## config.mk

```make
export PLATFORM = sky130hd
export DESIGN_NAME = adc_pc_top
export DESIGN_NICKNAME = d
export VERILOG_FILES = /design/src/rtl/adc_pc_pkg.sv /design/src/rtl/adc_pc_tick.sv /design/src/rtl/adc_pc_frame.sv /design/src/rtl/adc_pc_outreg.sv /design/src/rtl/adc_pc_top.sv
export SDC_FILE = /design/constraint.sdc
export NUM_CORES = 1
export LEC_CHECK = 0
export ABC_AREA = 1
export CAP_MARGIN = 20
export CORE_MARGIN = 2
export CORE_UTILIZATION = 55
export DETAILED_ROUTE_END_ITERATION = 12
export GPL_ROUTABILITY_DRIVEN = 1
export MAX_ROUTING_LAYER = met4
export PLACE_DENSITY = 0.83
export REMOVE_ABC_BUFFERS = 1
export SLEW_MARGIN = 10
export SYNTH_ARGS = -nofsm -noshare
export SYNTH_HDL_FRONTEND = slang
export SYNTH_SLANG_ARGS = --single-unit
export TNS_END_PERCENT = 20
```

## constraint.sdc

```tcl
create_clock -name clk -period 2.15 [get_ports clk]
set_clock_uncertainty 0.15 [all_clocks]
set_input_delay 0.43 -clock clk [delete_from_list [all_inputs] [get_ports clk]]
set_output_delay 0.43 -clock clk [all_outputs]
set_load 0.1 [all_outputs]
```

## src/rtl/adc_pc_pkg.sv

```systemverilog
package adc_pc_pkg;

  localparam int FRAME_BITS = 16;
  localparam int CHID_W     = 3;
  localparam int RES_W      = 12;

  typedef enum logic [2:0] {
    SQ_IDLE,
    SQ_LAUNCH_WAKE,
    SQ_RUN_WAKE,
    SQ_LAUNCH_DATA,
    SQ_RUN_DATA,
    SQ_FINISH
  } seq_state_t;

  typedef enum logic [1:0] {
    EN_IDLE,
    EN_SHIFT,
    EN_GAP
  } eng_state_t;

  // Outgoing control word: write flag, channel, two power-mode bits, zero fill.
  function automatic logic [FRAME_BITS-1:0] build_ctrl(
    input logic [CHID_W-1:0] ch,
    input logic              pm1,
    input logic              pm0
  );
    return {1'b1, ch, pm1, pm0, {(FRAME_BITS-CHID_W-3){1'b0}}};
  endfunction

endpackage

```

## src/rtl/adc_pc_tick.sv

```systemverilog
module adc_pc_tick #(
  parameter int DIV = 2
) (
  input  logic clk,
  input  logic rst_n,
  input  logic en,
  output logic tick
);
  localparam int CW = (DIV > 1) ? $clog2(DIV) : 1;
  localparam logic [CW-1:0] LAST = CW'(DIV - 1);

  logic [CW-1:0] cnt;

  always_ff @(posedge clk or negedge rst_n) begin
    if (!rst_n) begin
      cnt <= '0;
    end else if (!en || cnt == LAST) begin
      cnt <= '0;
    end else begin
      cnt <= cnt + 1'b1;
    end
  end

  assign tick = en && (cnt == LAST);
endmodule

```

## src/rtl/adc_pc_frame.sv

```systemverilog
module adc_pc_frame
  import adc_pc_pkg::*;
#(
  parameter int CLK_DIV   = 2,
  parameter int GAP_SCLKS = 2
) (
  input  logic                  clk,
  input  logic                  rst_n,
  input  logic                  go,
  input  logic [FRAME_BITS-1:0] tx_word,
  input  logic                  miso,
  output logic                  sclk,
  output logic                  cs_n,
  output logic                  mosi,
  output logic                  done,
  output logic [FRAME_BITS-1:0] rx_word,
  output logic                  idle
);
  localparam int BCW        = $clog2(FRAME_BITS);
  localparam int GAP_HALVES = 2 * GAP_SCLKS;
  localparam int GCW        = $clog2(GAP_HALVES + 1);
  localparam logic [BCW-1:0] LAST_BIT = BCW'(FRAME_BITS - 1);
  localparam logic [GCW-1:0] LAST_GAP = GCW'(GAP_HALVES - 1);

  eng_state_t            st;
  logic                  tick;
  logic [BCW-1:0]        bit_idx;
  logic [GCW-1:0]        gap_cnt;
  logic [FRAME_BITS-1:0] tx_sh;
  logic [FRAME_BITS-1:0] rx_sh;

  adc_pc_tick #(.DIV(CLK_DIV)) u_tick (
    .clk  (clk),
    .rst_n(rst_n),
    .en   (st != EN_IDLE),
    .tick (tick)
  );

  assign idle = (st == EN_IDLE);

  always_ff @(posedge clk or negedge rst_n) begin
    if (!rst_n) begin
      st      <= EN_IDLE;
      sclk    <= 1'b1;
      cs_n    <= 1'b1;
      mosi    <= 1'b0;
      done    <= 1'b0;
      bit_idx <= '0;
      gap_cnt <= '0;
      tx_sh   <= '0;
      rx_sh   <= '0;
      rx_word <= '0;
    end else begin
      done <= 1'b0;
      unique case (st)
        EN_IDLE: begin
          if (go) begin
            cs_n    <= 1'b0;
            sclk    <= 1'b1;
            mosi    <= tx_word[FRAME_BITS-1];
            tx_sh   <= {tx_word[FRAME_BITS-2:0], 1'b0};
            bit_idx <= '0;
            st      <= EN_SHIFT;
          end
        end
        EN_SHIFT: begin
          if (tick) begin
            if (sclk) begin
              sclk  <= 1'b0;
              rx_sh <= {rx_sh[FRAME_BITS-2:0], miso};
            end else begin
              sclk <= 1'b1;
              if (bit_idx == LAST_BIT) begin
                cs_n    <= 1'b1;
                mosi    <= 1'b0;
                done    <= 1'b1;
                rx_word <= rx_sh;
                gap_cnt <= '0;
                st      <= EN_GAP;
              end else begin
                bit_idx <= bit_idx + 1'b1;
                mosi    <= tx_sh[FRAME_BITS-1];
                tx_sh   <= {tx_sh[FRAME_BITS-2:0], 1'b0};
              end
            end
          end
        end
        EN_GAP: begin
          if (tick) begin
            if (gap_cnt == LAST_GAP) begin
              st <= EN_IDLE;
            end else begin
              gap_cnt <= gap_cnt + 1'b1;
            end
          end
        end
        default: st <= EN_IDLE;
      endcase
    end
  end
endmodule

```

## src/rtl/adc_pc_outreg.sv

```systemverilog
module adc_pc_outreg #(
  parameter int W = 15
) (
  input  logic         clk,
  input  logic         rst_n,
  input  logic         load,
  input  logic [W-1:0] load_data,
  output logic         out_valid,
  input  logic         out_ready,
  output logic [W-1:0] out_data
);
  always_ff @(posedge clk or negedge rst_n) begin
    if (!rst_n) begin
      out_valid <= 1'b0;
      out_data  <= '0;
    end else if (load) begin
      out_valid <= 1'b1;
      out_data  <= load_data;
    end else if (out_valid && out_ready) begin
      out_valid <= 1'b0;
    end
  end
endmodule

```

## src/rtl/adc_pc_top.sv

```systemverilog
module adc_pc_top
  import adc_pc_pkg::*;
#(
  parameter int CLK_DIV   = 2,
  parameter int GAP_SCLKS = 2
) (
  input  logic              clk,
  input  logic              rst_n,
  input  logic              start,
  input  logic [CHID_W-1:0] chan_sel,
  input  logic              mode_normal,
  output logic              spi_sclk,
  output logic              spi_cs_n,
  output logic              spi_mosi,
  input  logic              spi_miso,
  output logic              busy,
  output logic              res_valid,
  input  logic              res_ready,
  output logic [CHID_W-1:0] res_chan,
  output logic [RES_W-1:0]  res_data
);
  localparam int OUT_W = CHID_W + RES_W;

  seq_state_t            sq;
  logic                  asleep;
  logic [CHID_W-1:0]     ch_q;
  logic                  mode_q;
  logic                  eng_idle;
  logic                  eng_done;
  logic                  frame_go;
  logic [FRAME_BITS-1:0] tx_word;
  logic [FRAME_BITS-1:0] rx_word;
  logic                  out_load;
  logic [OUT_W-1:0]      out_bus;

  assign busy     = (sq != SQ_IDLE);
  assign frame_go = eng_idle && (sq == SQ_LAUNCH_WAKE || sq == SQ_LAUNCH_DATA);
  assign tx_word  = (sq == SQ_LAUNCH_WAKE) ? build_ctrl(ch_q, 1'b1, 1'b1)
                                           : build_ctrl(ch_q, mode_q, mode_q);
  assign out_load = (sq == SQ_RUN_DATA) && eng_done;

  always_ff @(posedge clk or negedge rst_n) begin
    if (!rst_n) begin
      sq     <= SQ_IDLE;
      asleep <= 1'b1;
      ch_q   <= '0;
      mode_q <= 1'b0;
    end else begin
      unique case (sq)
        SQ_IDLE: begin
          if (start) begin
            ch_q   <= chan_sel;
            mode_q <= mode_normal;
            sq     <= asleep ? SQ_LAUNCH_WAKE : SQ_LAUNCH_DATA;
          end
        end
        SQ_LAUNCH_WAKE: if (frame_go) sq <= SQ_RUN_WAKE;
        SQ_RUN_WAKE: begin
          if (eng_done) begin
            asleep <= 1'b0;
            sq     <= SQ_LAUNCH_DATA;
          end
        end
        SQ_LAUNCH_DATA: if (frame_go) sq <= SQ_RUN_DATA;
        SQ_RUN_DATA: begin
          if (eng_done) begin
            asleep <= ~mode_q;
            sq     <= SQ_FINISH;
          end
        end
        SQ_FINISH: if (eng_idle && !res_valid) sq <= SQ_IDLE;
        default: sq <= SQ_IDLE;
      endcase
    end
  end

  adc_pc_frame #(.CLK_DIV(CLK_DIV), .GAP_SCLKS(GAP_SCLKS)) u_frame (
    .clk    (clk),
    .rst_n  (rst_n),
    .go     (frame_go),
    .tx_word(tx_word),
    .miso   (spi_miso),
    .sclk   (spi_sclk),
    .cs_n   (spi_cs_n),
    .mosi   (spi_mosi),
    .done   (eng_done),
    .rx_word(rx_word),
    .idle   (eng_idle)
  );

  adc_pc_outreg #(.W(OUT_W)) u_out (
    .clk      (clk),
    .rst_n    (rst_n),
    .load     (out_load),
    .load_data(rx_word[OUT_W-1:0]),
    .out_valid(res_valid),
    .out_ready(res_ready),
    .out_data (out_bus)
  );

  assign res_chan = out_bus[OUT_W-1:RES_W];
  assign res_data = out_bus[RES_W-1:0];
endmodule

```

==> metrics.md <==
| Metric | Value |
|---|---|
| Worst Setup Path Type | `flop to output port` |
| Number of warnings issued by yosys | `0` |
| Arrival time of the worst setup path | `about 1400 ps` |
| Number of filler cells placed in the layout | `444` |
| Netlist area before placement | `roughly 3200 um^2` |
| Overall Power | `~4.5 mW` |
| Area occupied by registers | `between 1500 and 2000 um^2` |
| Clock buffers created by TritonCTS | `9` |
| Site Rows | `27` |
| Area inside the core boundary | `5540 um^2` |
| Weighted congestion at the end of routability-driven global placement | `0.8706` |
| Rel. slew slack | `74.22%` |
| Post-detailed-placement half-perimeter wirelength | `about 4200 um` |
| Net switching power | `1.790 mW` |
| DRC violation count after routing | `0` |
| Count of input and output buffers | `28` |
| Clock insertion delay at the later pin of the skew report | `340 ps` |
| Flop and latch count out of synthesis | `between 70 and 80` |
| Routed Wire Length | `between 6000 and 7000 um` |
| Status | `completed` |
| Pwr/cell area | `~1200 nW/um^2` |
| Share of synthesized area occupied by flip-flops and latches | `57.46%` |
| Cell chain of the critical path | `inv_2 > nand2_1 > nor2_4 > inv_1 > buf_12` |
| Switching part of the total | `40.18%` |
| Number of nets with antenna violations after detailed routing | `0` |
| Die H | `approximately 80 um` |
| Multi-input combinational cell area | `1132 um^2` |
| Fraction of the core area covered by cells at the end of the flow | `67.86%` |
| Clk slew on worst S/H paths | `80 ps` |
| Number of antenna violations at the first check in global routing | `0` |
| Timing endpoint of the critical path | `busy` |
| Count of endpoints failing hold in the final timing report | `0` |
| Proportion of layout cells with a drive suffix above 1 | `14.46%` |
| Launching instance or port of the critical path | `sq[0]` |
| Met1 Use GR | `between 20% and 30%` |
| CTS sink cnt | `73` |
| Clock period minus final worst setup slack | `2009 ps` |
| Share of power burned in the clock network | `roughly a quarter` |
| Iter 0 DRT Violations | `201` |
| Leading area contributor after synthesis | `dfrtp_1` |
| First-pass GRT wire length | `11030 um` |
| Reg2reg setup slack | `430 ps` |
| Number of global-route vias before repair | `2470` |
| Share of flip-flops with an asynchronous set or reset after synthesis | `100.0%` |
| Avg WL per Cell | `about 13 um` |
| Max FO, Critical Path | `7` |
| Gr busiest metal | `met2` |
| Proportion of netlist area held by the largest area contributor | `between 50% and 60%` |
| Number of cells in the design after placement | `463` |
| Cell count of the worst reg-to-reg path | `8` |
| Worst hold-check path type | `flop to flop` |
| Worst Tran Pin Value | `386.7 ps` |
| Setup repair after global routing missed its margin | `no` |
| Diodes inserted | `0` |
| Die width | `80.11 um` |
| Setup Total Neg Slack | `0 ps` |
| Number of synthesized flops with an enable pin | `0` |
| Cells after Synth | `369` |
| Worst stage delay on the critical path | `460 ps` |
| Area added between synthesis and finish | `18.03%` |
| Total overflow reported by the global router | `0` |
| Top cell family by delay on the critical path | `flip-flops` |
| IR Drop Worst-Case VDD | `0.0007416 V` |
| Max H-tree Level | `3` |
| Cell at the slowest stage of the critical path | `dfrtp_1` |
| Share of power burned in registers | `41.4%` |
| Count of pins on the block boundary | `29` |
| Maxcap violations | `0` |
| Vias after detailed routing | `2419` |
| Kind of start point of the critical path | `flop` |
| Ys flop type | `dfrtp_1` |
| Clock buffer depth | `2` |
| Crit path depth | `5` |
| Average vias per placed instance | `between 5 and 6` |
| Global Route met2 Usage | `37.25%` |
| Synth cell types | `27` |
| Final setup violation count | `0` |
| Final slew viol count | `0` |
| Initial DRT Pass Iterations | `4` |
| Worst hold margin | `~310 ps` |
| Pin count of the biggest net entering global routing | `74` |
| Die area | `6417 um^2` |
| TritonCTS clock tree | `yes` |
| Share of power burned in combinational logic | `about 35%` |
| Worst flop-to-flop path startpoint | `u_frame.bit_idx[0]` |
| Final cell count without fillers | `480` |
| Final net count | `415` |
| Main area contributors after synthesis | `dfrtp_1 55%, nand2_1 15%, inv_1 4.9%` |
| Reg-to-reg critical path endpoint | `u_frame.gap_cnt[0]` |
| Met3 Resource Use GR | `4.719%` |
| Internal power | `2.665 mW` |
| Root buffer selected by CTS | `clkbuf_8` |
| Final period utilization | `between 90 and 100%` |
| Critical path data required time | `approximately 1600 ps` |
| Avg Cell Area, Syn | `8.633 um^2` |
| Achievable frequency | `0.4977 GHz` |
| Initial standard-cell utilization of the core | `57.50%` |
| Static leakage | `~1.9 nW` |
| Global routing usage summed across all routing layers | `around 23%` |
| CP Buf/Inv Count | `3` |
| Endpoint kind of the worst setup timing path | `output port` |
-- state kept, by name (all words and copies together) (netlist names), 2 cells and up --
register         cells
sq                   3
u_frame.bit_idx      4
u_frame.rx_word     15
u_frame.st           2
u_frame.rx_sh       15
u_frame.tx_sh        5
ch_q                 3
u_out.out_data      15
u_frame.gap_cnt      3
-- power by group through the flow --
stage | registers (mW) | clock network [mW] | logic, mW
after detailed placement | 1.86 | 0 | 1.53
after global routing | 1.88 | 1.15 | 1.75
final | 1.84 | 1.07 | 1.54
after floorplan | 1.95 | 0 | 0.995
after CTS | 1.84 | 1.09 | 1.54
after global placement | 1.85 | 0 | 1.47
-- layer usage --
layer  vias up  part of all wire, %
met5         -                    0
met4         0                  1.3
met3         9                  4.8
met2        60                   49
met1      1127                   45
li1       1223                    -
-- worst min-delay path by stage --
stage | startpoint | end | slack (ps) | cells after the start
floorplan | rst_n | ch_q[0] | -20 | 0
global placement | mode_q | asleep | 270 | 1
detailed placement | mode_q | asleep | 300 | 1
CTS | mode_q | asleep | 310 | 1
global route | mode_q | asleep | 350 | 1
finish | mode_q | asleep | 310 | 1
-- stage by stage --
stage	cell area [um^2]	setup slack (ps)
after detailed placement	3547	368.4
after global routing	3760	4.084
after floorplan	3124	23.08
final	3760	140.6
after CTS	3752	28.19
after global placement	3547	449.0
-- area by class of cell --
type,instances,share of cell area [%]
flip-flops and latches,73,48.69
repair buffers,35,9.118
clock buffers,11,3.494
clock inverters,5,1.697
inverters,45,4.493
multi-input cells,239,30.12
well taps,72,2.396
-- synthesized netlist by cell type, types with 4 or more instances --
library cell / number
nand2_1: 126
o21ai_0: 20
dfrtp_1: 70
o21ai_1: 29
nand3_1: 23
a21oi_1: 5
buf_2: 6
nor2_1: 16
clkbuf_1: 4
inv_1: 42
-- cells in the final DEF, fill, tap and decap left out, types with 2 or more instances in the layout --
cell / synthesis / layout
buf_12: 0 / 5
o21ai_0: 20 / 20
nor2_4: 1 / 2
nand3b_1: 2 / 2
dfstp_2: 3 / 3
nor2_2: 2 / 2
o21ai_1: 29 / 29
inv_6: 0 / 2
a21oi_1: 5 / 5
nand2_1: 126 / 126
ha_1: 3 / 3
inv_1: 42 / 42
buf_4: 0 / 21
inv_2: 3 / 3
nand2_2: 3 / 3
nor2_8: 2 / 2
dfrtp_1: 70 / 70
nand3_1: 23 / 23
clkbuf_1: 4 / 2
clkdlybuf4s50_1: 0 / 7
nor2_1: 16 / 15
clkbuf_8: 0 / 9
-- kinds of logic (layout without fill, tap and decap cells) --
logic type	after synthesis	count (layout)	synth area share, %
DFF	73	73	57.46
buffers and inverters	57	96	7.227
xor gates and xnor gates	2	2	0.5500
adders and majority gates	3	3	1.178
AOI/OAI and AO/OA	55	55	8.680
and+or+nand+nor	179	179	24.90
-- worst reg2reg max path: stages (launching register included) --
cell and delay (ps):
dfrtp_1 410, ha_1 240, nand3_2 150, nor2_1 70, nand2_2 130, buf_12 190, nand2_1 110, nand3b_1 110
nand2_1 50
-- what timing repair did --
item	CTS	global route
setup endpoints to repair	0	1
endpoints found under the hold margin	70	0
gates resized for setup	0	2
hold buffers	1	0
setup buffers	0	0
Note: power is estimated with default switching activity, not from simulation.
